`config.mk`:
```
export PLATFORM = sky130hd
export DESIGN_NAME = gpio_own_mgr
export DESIGN_NICKNAME = d
export VERILOG_FILES = /design/src/rtl/gpio_own_pkg.sv /design/src/rtl/gpio_own_cfg_bank.sv /design/src/rtl/gpio_own_steer.sv /design/src/rtl/gpio_own_mgr.sv
export SDC_FILE = /design/constraint.sdc
export NUM_CORES = 1
export LEC_CHECK = 0
export BUFFER_PORTS_ARGS = -buffer_cell sky130_fd_sc_hd__buf_2
export CAP_MARGIN = 0
export CORE_AREA = 2 2 481 483
export CTS_CLUSTER_DIAMETER = 50
export DETAILED_ROUTE_END_ITERATION = 7
export DIE_AREA = 0 0 483 485
export GPL_TIMING_DRIVEN = 0
export PLACE_DENSITY_LB_ADDON = 0.1
export SYNTH_ARGS = -nofsm -noshare
export SYNTH_HDL_FRONTEND = slang
export SYNTH_SLANG_ARGS = --single-unit
```
`constraint.sdc`:
```
create_clock -name clk -period 2 [get_ports clk]
set_input_delay 0.1 -clock clk [delete_from_list [all_inputs] [get_ports clk]]
set_output_delay 0.1 -clock clk [all_outputs]
set_load 0.005 [all_outputs]
```
`src/rtl/gpio_own_pkg.sv`:
```
// Package: shared configuration type and field positions for the pin
// ownership manager. Assumes a 32-bit register word.
package gpio_own_pkg;

    localparam int WORD_W        = 32;
    localparam int BIT_OWNER     = 0;
    localparam int BIT_HIDE_SYS  = 8;
    localparam int BIT_HIDE_FAST = 9;
    localparam int BIT_LOCK      = 31;

    typedef struct packed {
        logic lock;
        logic hide_fast;
        logic hide_sys;
        logic owner_fast;
    } pin_cfg_t;

    // Expand the stored fields into a register word, other bits zero.
    function automatic logic [WORD_W-1:0] cfg_to_word(input pin_cfg_t c);
        logic [WORD_W-1:0] w;
        w                = '0;
        w[BIT_LOCK]      = c.lock;
        w[BIT_HIDE_FAST] = c.hide_fast;
        w[BIT_HIDE_SYS]  = c.hide_sys;
        w[BIT_OWNER]     = c.owner_fast;
        return w;
    endfunction

    // Pick the implemented fields out of a register word.
    function automatic pin_cfg_t word_to_cfg(input logic [WORD_W-1:0] w);
        pin_cfg_t c;
        c.lock       = w[BIT_LOCK];
        c.hide_fast  = w[BIT_HIDE_FAST];
        c.hide_sys   = w[BIT_HIDE_SYS];
        c.owner_fast = w[BIT_OWNER];
        return c;
    endfunction

endpackage

```
`src/rtl/gpio_own_cfg_bank.sv`:
```
// Module: per-pin configuration storage with a sticky lock.
// Assumes at least two pins. An index at or beyond NUM_PINS reads 0 and
// writes nothing. Reset is synchronous and active low.
module gpio_own_cfg_bank
    import gpio_own_pkg::*;
#(
    parameter int NUM_PINS = 128,
    localparam int IDX_W   = $clog2(NUM_PINS)
) (
    input  logic                          clk,
    input  logic                          rst_n,
    input  logic                          wr_en,
    input  logic [IDX_W-1:0]              wr_idx,
    input  logic [WORD_W-1:0]             wr_data,
    input  logic [IDX_W-1:0]              rd_idx,
    output logic [WORD_W-1:0]             rd_data,
    output pin_cfg_t [NUM_PINS-1:0]       cfg_q
);

    for (genvar i = 0; i < NUM_PINS; i++) begin : g_pin
        pin_cfg_t cfg_r;
        logic     hit;

        assign hit = wr_en && (wr_idx == IDX_W'(i));

        // Hold one pin word; an update is refused once the lock is set.
        always_ff @(posedge clk) begin
            if (!rst_n)
                cfg_r <= '0;
            else if (hit && !cfg_r.lock)
                cfg_r <= word_to_cfg(wr_data);
        end

        assign cfg_q[i] = cfg_r;

        p_lock_sticky_r8: assert property (@(posedge clk) disable iff (!rst_n)
            cfg_r.lock |=> cfg_r.lock);

        p_locked_frozen_r6: assert property (@(posedge clk) disable iff (!rst_n)
            cfg_r.lock |=> $stable(cfg_r));

        p_write_lands_r7: assert property (@(posedge clk) disable iff (!rst_n)
            (hit && !cfg_r.lock) |=> (cfg_r == word_to_cfg($past(wr_data))));
    end

    // Return the addressed word; out-of-range indices read zero.
    always_comb begin
        if (32'(rd_idx) < NUM_PINS)
            rd_data = cfg_to_word(cfg_q[rd_idx]);
        else
            rd_data = '0;
    end

endmodule

```
`src/rtl/gpio_own_steer.sv`:
```
// Module: combinational pad steering and input masking for each pin.
// Assumes the configuration comes straight from registers.
module gpio_own_steer
    import gpio_own_pkg::*;
#(
    parameter int NUM_PINS = 128
) (
    input  pin_cfg_t [NUM_PINS-1:0] cfg,
    input  logic [NUM_PINS-1:0]     sys_out,
    input  logic [NUM_PINS-1:0]     sys_oe,
    input  logic [NUM_PINS-1:0]     fast_out,
    input  logic [NUM_PINS-1:0]     fast_oe,
    input  logic [NUM_PINS-1:0]     pad_in,
    output logic [NUM_PINS-1:0]     pad_out,
    output logic [NUM_PINS-1:0]     pad_oe,
    output logic [NUM_PINS-1:0]     sys_in,
    output logic [NUM_PINS-1:0]     fast_in
);

    for (genvar i = 0; i < NUM_PINS; i++) begin : g_pin
        // Owner drives the pad; the other controller is ignored.
        assign pad_out[i] = cfg[i].owner_fast ? fast_out[i] : sys_out[i];
        assign pad_oe[i]  = cfg[i].owner_fast ? fast_oe[i]  : sys_oe[i];
        // A hidden controller sees a constant zero.
        assign sys_in[i]  = pad_in[i] & ~cfg[i].hide_sys;
        assign fast_in[i] = pad_in[i] & ~cfg[i].hide_fast;
    end

endmodule

```
`src/rtl/gpio_own_mgr.sv`:
```
// Module: top of the pin ownership manager. Decodes byte addresses into
// pin indices (ports of PINS_PER_PORT words, four bytes each), holds the
// words and routes pads. Assumes PINS_PER_PORT is a power of two.
module gpio_own_mgr
    import gpio_own_pkg::*;
#(
    parameter int NUM_PORTS     = 4,
    parameter int PINS_PER_PORT = 32,
    localparam int NUM_PINS     = NUM_PORTS * PINS_PER_PORT,
    localparam int IDX_W        = $clog2(NUM_PINS),
    localparam int ADDR_W       = IDX_W + 2
) (
    input  logic                clk,
    input  logic                rst_n,
    input  logic                reg_wr_en,
    input  logic [ADDR_W-1:0]   reg_addr,
    input  logic [WORD_W-1:0]   reg_wdata,
    output logic [WORD_W-1:0]   reg_rdata,
    input  logic [NUM_PINS-1:0] sys_out,
    input  logic [NUM_PINS-1:0] sys_oe,
    output logic [NUM_PINS-1:0] sys_in,
    input  logic [NUM_PINS-1:0] fast_out,
    input  logic [NUM_PINS-1:0] fast_oe,
    output logic [NUM_PINS-1:0] fast_in,
    input  logic [NUM_PINS-1:0] pad_in,
    output logic [NUM_PINS-1:0] pad_out,
    output logic [NUM_PINS-1:0] pad_oe
);

    pin_cfg_t [NUM_PINS-1:0] cfg;
    logic     [IDX_W-1:0]    pin_idx;

    // Word index: drop the byte offset inside the word.
    assign pin_idx = reg_addr[ADDR_W-1:2];

    gpio_own_cfg_bank #(.NUM_PINS(NUM_PINS)) u_bank (
        .clk     (clk),
        .rst_n   (rst_n),
        .wr_en   (reg_wr_en),
        .wr_idx  (pin_idx),
        .wr_data (reg_wdata),
        .rd_idx  (pin_idx),
        .rd_data (reg_rdata),
        .cfg_q   (cfg)
    );

    gpio_own_steer #(.NUM_PINS(NUM_PINS)) u_steer (
        .cfg      (cfg),
        .sys_out  (sys_out),
        .sys_oe   (sys_oe),
        .fast_out (fast_out),
        .fast_oe  (fast_oe),
        .pad_in   (pad_in),
        .pad_out  (pad_out),
        .pad_oe   (pad_oe),
        .sys_in   (sys_in),
        .fast_in  (fast_in)
    );

    for (genvar i = 0; i < NUM_PINS; i++) begin : g_chk
        p_fast_owner_r3: assert property (@(posedge clk) disable iff (!rst_n)
            cfg[i].owner_fast |-> (pad_out[i] == fast_out[i] && pad_oe[i] == fast_oe[i]));

        p_sys_owner_r3: assert property (@(posedge clk) disable iff (!rst_n)
            !cfg[i].owner_fast |-> (pad_out[i] == sys_out[i] && pad_oe[i] == sys_oe[i]));

        p_hide_sys_r4: assert property (@(posedge clk) disable iff (!rst_n)
            cfg[i].hide_sys |-> !sys_in[i]);

        p_hide_fast_r5: assert property (@(posedge clk) disable iff (!rst_n)
            cfg[i].hide_fast |-> !fast_in[i]);
    end

endmodule

```
* Word level (Yosys, flattened, before mapping) *
Cells that the tools add are included.

storage, ports and cells
  bits in registers = 512
  bits in latches = 0
  memory bits (writable) = 0
  bits in read-only memories = 0
  output and inout bits = 544
  word-level logic and storage cells = 1795
  memories = 0

operators by class
  add/sub/neg operators = 0
  multipliers = 0
  div/mod/pow operators = 0
  order comparisons = 1
  equality and inequality tests = 127
  shift-type cells = 0
  mux-type cells = 258
  bitwise gates (word level) = 512
  reduce and logical (&&, ||, !) cells = 385

operators with widths
  operator                                                                       count
  7-bit == test (second input constant)                                          64
  1-bit AND                                                                      256
  1-bit logical AND                                                              256
  1-bit 2-to-1 mux                                                               256
  1-bit NOT                                                                      256
  7-bit by 6-bit == test with 1-bit output (second input constant)               32
  1-bit logical NOT                                                              128
  7-bit by 5-bit == test with 1-bit output (second input constant)               16
  7-bit by 4-bit == test with 1-bit output (second input constant)               8
  4-bit binary-select mux with 7-bit select                                      1
  7-bit by 3-bit == test with 1-bit output (second input constant)               4
  7-bit by 2-bit == test with 1-bit output (second input constant)               2
  7-bit by 8-bit less-than comparator with 1-bit output (second input constant)  1
  7-bit by 1-bit == test with 1-bit output (second input constant)               1
  7-bit logical NOT                                                              1
  4-bit 2-to-1 mux                                                               1

* Longest topological paths before layout *
  depth in word-level cells = 3
  mapped depth = 10
  gate-level depth less buffers = 5

* Cells and area by module *
From an unflattened synthesis, not the netlist that was laid out.

unflattened totals
  cell total of the unflattened synthesis = 2614
  area total of the unflattened synthesis = 28543.6 um2

by module, submodules not included
  module             times used  cells each  area an instance (um2)
  gpio_own_cfg_bank  1           2102        24051.8
  gpio_own_steer     1           512         4491.8

* Least setup slack after synthesis *
Ideal clock, no wire load.

  path kind = in2out
  start = input port reg_addr[2]
  end = output port reg_rdata[31]
  arrival = 1.838 ns
  data required time = 1.900 ns
  setup slack = 0.062 ns
  stages = 9
  path through = buf_6 buf_8 buf_8 buf_2 mux4_2 mux2i_1 nor2_1 a311oi_1 a32oi_1

between the ends
  longest elaborated chain between the ends = 2

ends and longest elaborated chain
  what                                       RTL line                 source
  start, declared                            gpio_own_mgr.sv:16       input logic [ADDR_W-1:0] reg_addr,
  4-bit binary-select mux with 7-bit select  gpio_own_cfg_bank.sv:49  rd_data = cfg_to_word(cfg_q[rd_idx]);
  4-bit 2-to-1 mux (not written as such)     gpio_own_cfg_bank.sv:49
  end, declared                              gpio_own_mgr.sv:18       output logic [WORD_W-1:0] reg_rdata,

No other way between the ends. The select of a mux whose other input is x is not followed.

* Worst setup path in the final report *
  start = input port reg_addr[6]
  end = output port reg_rdata[8]

The elaborated chain is that of the path after synthesis.

==> summary.txt <==
arrival time at the worst endpoint -> 2.82 ns
# Max-Cap Violations -> 0
final setup fails -> 4
number of global-route vias before repair -> 28,300
antenna viol nets, final -> 0
Vias/cell -> 3.72
failing checks -> setup timing
FF-to-FF Start -> u_bank.cfg_q[11]
mapped cell area -> 29,000 um^2
final design instance area without fill -> 43,600 um^2
P_leak -> 19.0 nW
fin nets -> 4,897
post-synth top area cell -> dfxtp_1
number of fill cells -> 25,800
WHS Endpoint -> u_bank.cfg_q[280]
Worst-Margin Slew -> 1.25 ns
Clock Path Buffers -> 3
Fmax achieved -> 343 MHz
1st-pass router iterations -> 5
TritonCTS clock tree -> done
Core Area -> 229,000 um^2
GRT overflow -> 0
Mapped Avg Cell Area -> 10.0 um^2
Vias -> 27,300
Skew-Pair Late Insertion Delay -> 0.75 ns
fin crit period -> 2.92 ns
top cell type's share of synthesized area -> 0.354
hold slack -> 0.194 ns
largest net degree at the start of global routing -> 17
top cells by area, synth -> dfxtp_1 35%, mux2i_1 15%, nor2b_1 14%
power per cell area -> 750 nW/um^2
met2 usage -> 0.303
H-tree depth -> 3
GR peak layer -> met2
most common cell in the netlist -> nor2b_1
DRC -> 0
grt met1 use -> 0.214
routing usage on met3 -> 0.0273
HP Start -> rst_n
first-pass GRT wire length -> 272,000 um
sequential area share after synthesis -> 0.354
Clock Pin Slew Worst Setup and Hold Paths -> 0.05 ns
Port Buf Inserts -> 1,161
root buffer selected by CTS -> clkbuf_16
Layout area overhead -> 50.5%
Worst EP required -> 1.90 ns
initial antenna violation count -> 60
crit path max fanout -> 9
Post-synth EDFFs -> 0
share of cells above drive strength 1 -> 0.465
drt initial violations -> 1,028
Worst Path Class, Setup -> in2out
post-synthesis cell count -> 2,889
Initial Util -> 0.126
Area after DPL -> 38,700 um^2
Die H -> 485 um
yosys warns -> 0
max_slew headroom -> 0.165
Die Wd -> 483 um
full die area -> 234,000 um^2
clk_skew -> 0.0648 ns
Sinks on Clock Net -> 512
status -> finished with violations
Largest register FFs -> 512
area of the multi-input gates -> 17,800 um^2
most instantiated cells after synthesis -> 650 x nor2b_1, 512 x dfxtp_1, 423 x mux2i_1
Reg2Reg Setup Slack -> 0.51 ns
Reg2Reg Depth -> 5
Avg WL per Cell -> 28.5 um
Design Power -> 32.7 mW
number of core rows -> 176
crit start category -> primary input
Top Ports -> 1,228
fin. max-slew vios -> 0
crit path from -> reg_addr[6]
FFs w/ async S/R, synth -> 0
final clock period utilization by the worst path -> 1.46
worst setup margin -> -0.916 ns
hold depth -> 3
final WL -> 210,000 um
worst reg2reg endpoint -> u_bank.cfg_q[8]
final hold violations -> 0
gpl congestion -> 0.880
register area -> 10,400 um^2
ys flop type -> dfxtp_1
CP endpoint kind -> primary output
Yosys reg bits -> 512
VDD IR max -> 0.000618 V
number of distinct library cells after synthesis -> 39
post-DP HPWL -> 173,000 um
All-Layer GR Usage -> 0.174
Worst Hold Class -> in2reg
RSZ-0062 raised after global routing -> yes
CTS buffer count -> 106
[critical path, stage by stage]
cell	delay, ns
clkbuf_1	0.38
and2_1	0.19
buf_1	0.57
nand2b_2	0.41
nor3_2	0.66
nor4_1	0.13
a32oi_1	0.19
buf_4	0.18
[area by class of cell]
class | count | area share
diodes | 22 | 0.00126
plain buffers | 324 | 0.0412
clock buffers | 146 | 0.0691
clock inverters | 52 | 0.0161
inverters | 3 | 0.000258
multi-input cells | 2077 | 0.408
flip-flops and latches | 512 | 0.238
well taps | 3026 | 0.0869
repair buffers | 1189 | 0.139
[worst max path at each step]
stage | end | cells past startpoint
after global placement | reg_rdata[0] | 10
after floorplan | reg_rdata[31] | 9
after detailed placement | reg_rdata[0] | 10
after global routing | reg_rdata[0] | 6
after CTS | reg_rdata[0] | 6
final | reg_rdata[8] | 8
[metal layers]
metal  routed length [um]  vias to the layer above
li1                     -                    12700
met1                90800                    13200
met2               103000                     1077
met3                 8250                      279
met4                 8180                        0
met5                    0                        -
[power by group]
group	leakage [nW]	total [mW]	switching [mW]	internal, mW
Combinational	13.0	3.84	2.14	1.70
Clock	1.81	18.6	6.60	12.0
Sequential	4.16	10.3	0.0338	10.2
Total	19.0	32.7	8.77	23.9
[cell usage in the layout (no fill, tap or decap), types with 5 or more instances in the layout]
cell type | synthesis | layout
clkinv_4 | 0 | 6
clkinv_2 | 0 | 19
clkinvlp_4 | 0 | 7
nand2b_1 | 14 | 11
nand3_1 | 18 | 18
nor2b_1 | 650 | 648
buf_6 | 1 | 9
buf_16 | 0 | 5
bufinv_16 | 0 | 11
mux2i_2 | 0 | 7
or3_1 | 115 | 113
clkbuf_1 | 256 | 249
o21a_1 | 128 | 128
dfxtp_4 | 0 | 11
a21oi_1 | 8 | 8
a22oi_1 | 10 | 9
clkbuf_16 | 0 | 107
conb_1 | 1 | 28
diode_2 | 0 | 22
o22ai_1 | 27 | 25
nor2_1 | 139 | 137
buf_8 | 3 | 7
nor3_2 | 0 | 20
buf_2 | 24 | 1162
mux2_2 | 311 | 311
dfxtp_2 | 0 | 52
nor3_1 | 29 | 7
dfxtp_1 | 512 | 449
nand2_2 | 0 | 14
clkbuf_2 | 0 | 20
clkbuf_8 | 0 | 22
mux2i_4 | 0 | 7
buf_4 | 36 | 56
mux2i_1 | 423 | 409
nand2_1 | 46 | 31
mux4_2 | 92 | 98
buf_12 | 0 | 11
a32oi_1 | 8 | 6
[cell families (layout without fill, tap and decap cells)]
kind of cell	after synthesis	after routing	share of synthesized area
other cells	1	50	0.000129
buf+inv	327	1714	0.0495
simple gates	1028	1028	0.204
mux	832	832	0.344
compound gates	189	189	0.0480
flops	512	512	0.354
[repair_timing]
item / in CTS / in global routing
setup endpoints to repair: 166 / 24
pin swaps: 14 / 8
buffers inserted: 15 / 8
hold buffers: 3 / 0
gates resized for setup: 251 / 32
hold endpoints to repair: 24 / 0
[stage by stage]
step	std cells	setup slack [ns]	setup TNS [ns]	utilization
after global routing	7345	-1.00	-3.65	0.190
after floorplan	2916	0.0619	0	-
after CTS	7321	-1.06	-3.63	0.190
final	7351	-0.916	-3.20	0.190
after detailed placement	7105	-2.97	-367.31	0.169
after global placement	7103	-3.45	-383.26	0.169
No activity file was read; power rests on OpenSTA's default activity.
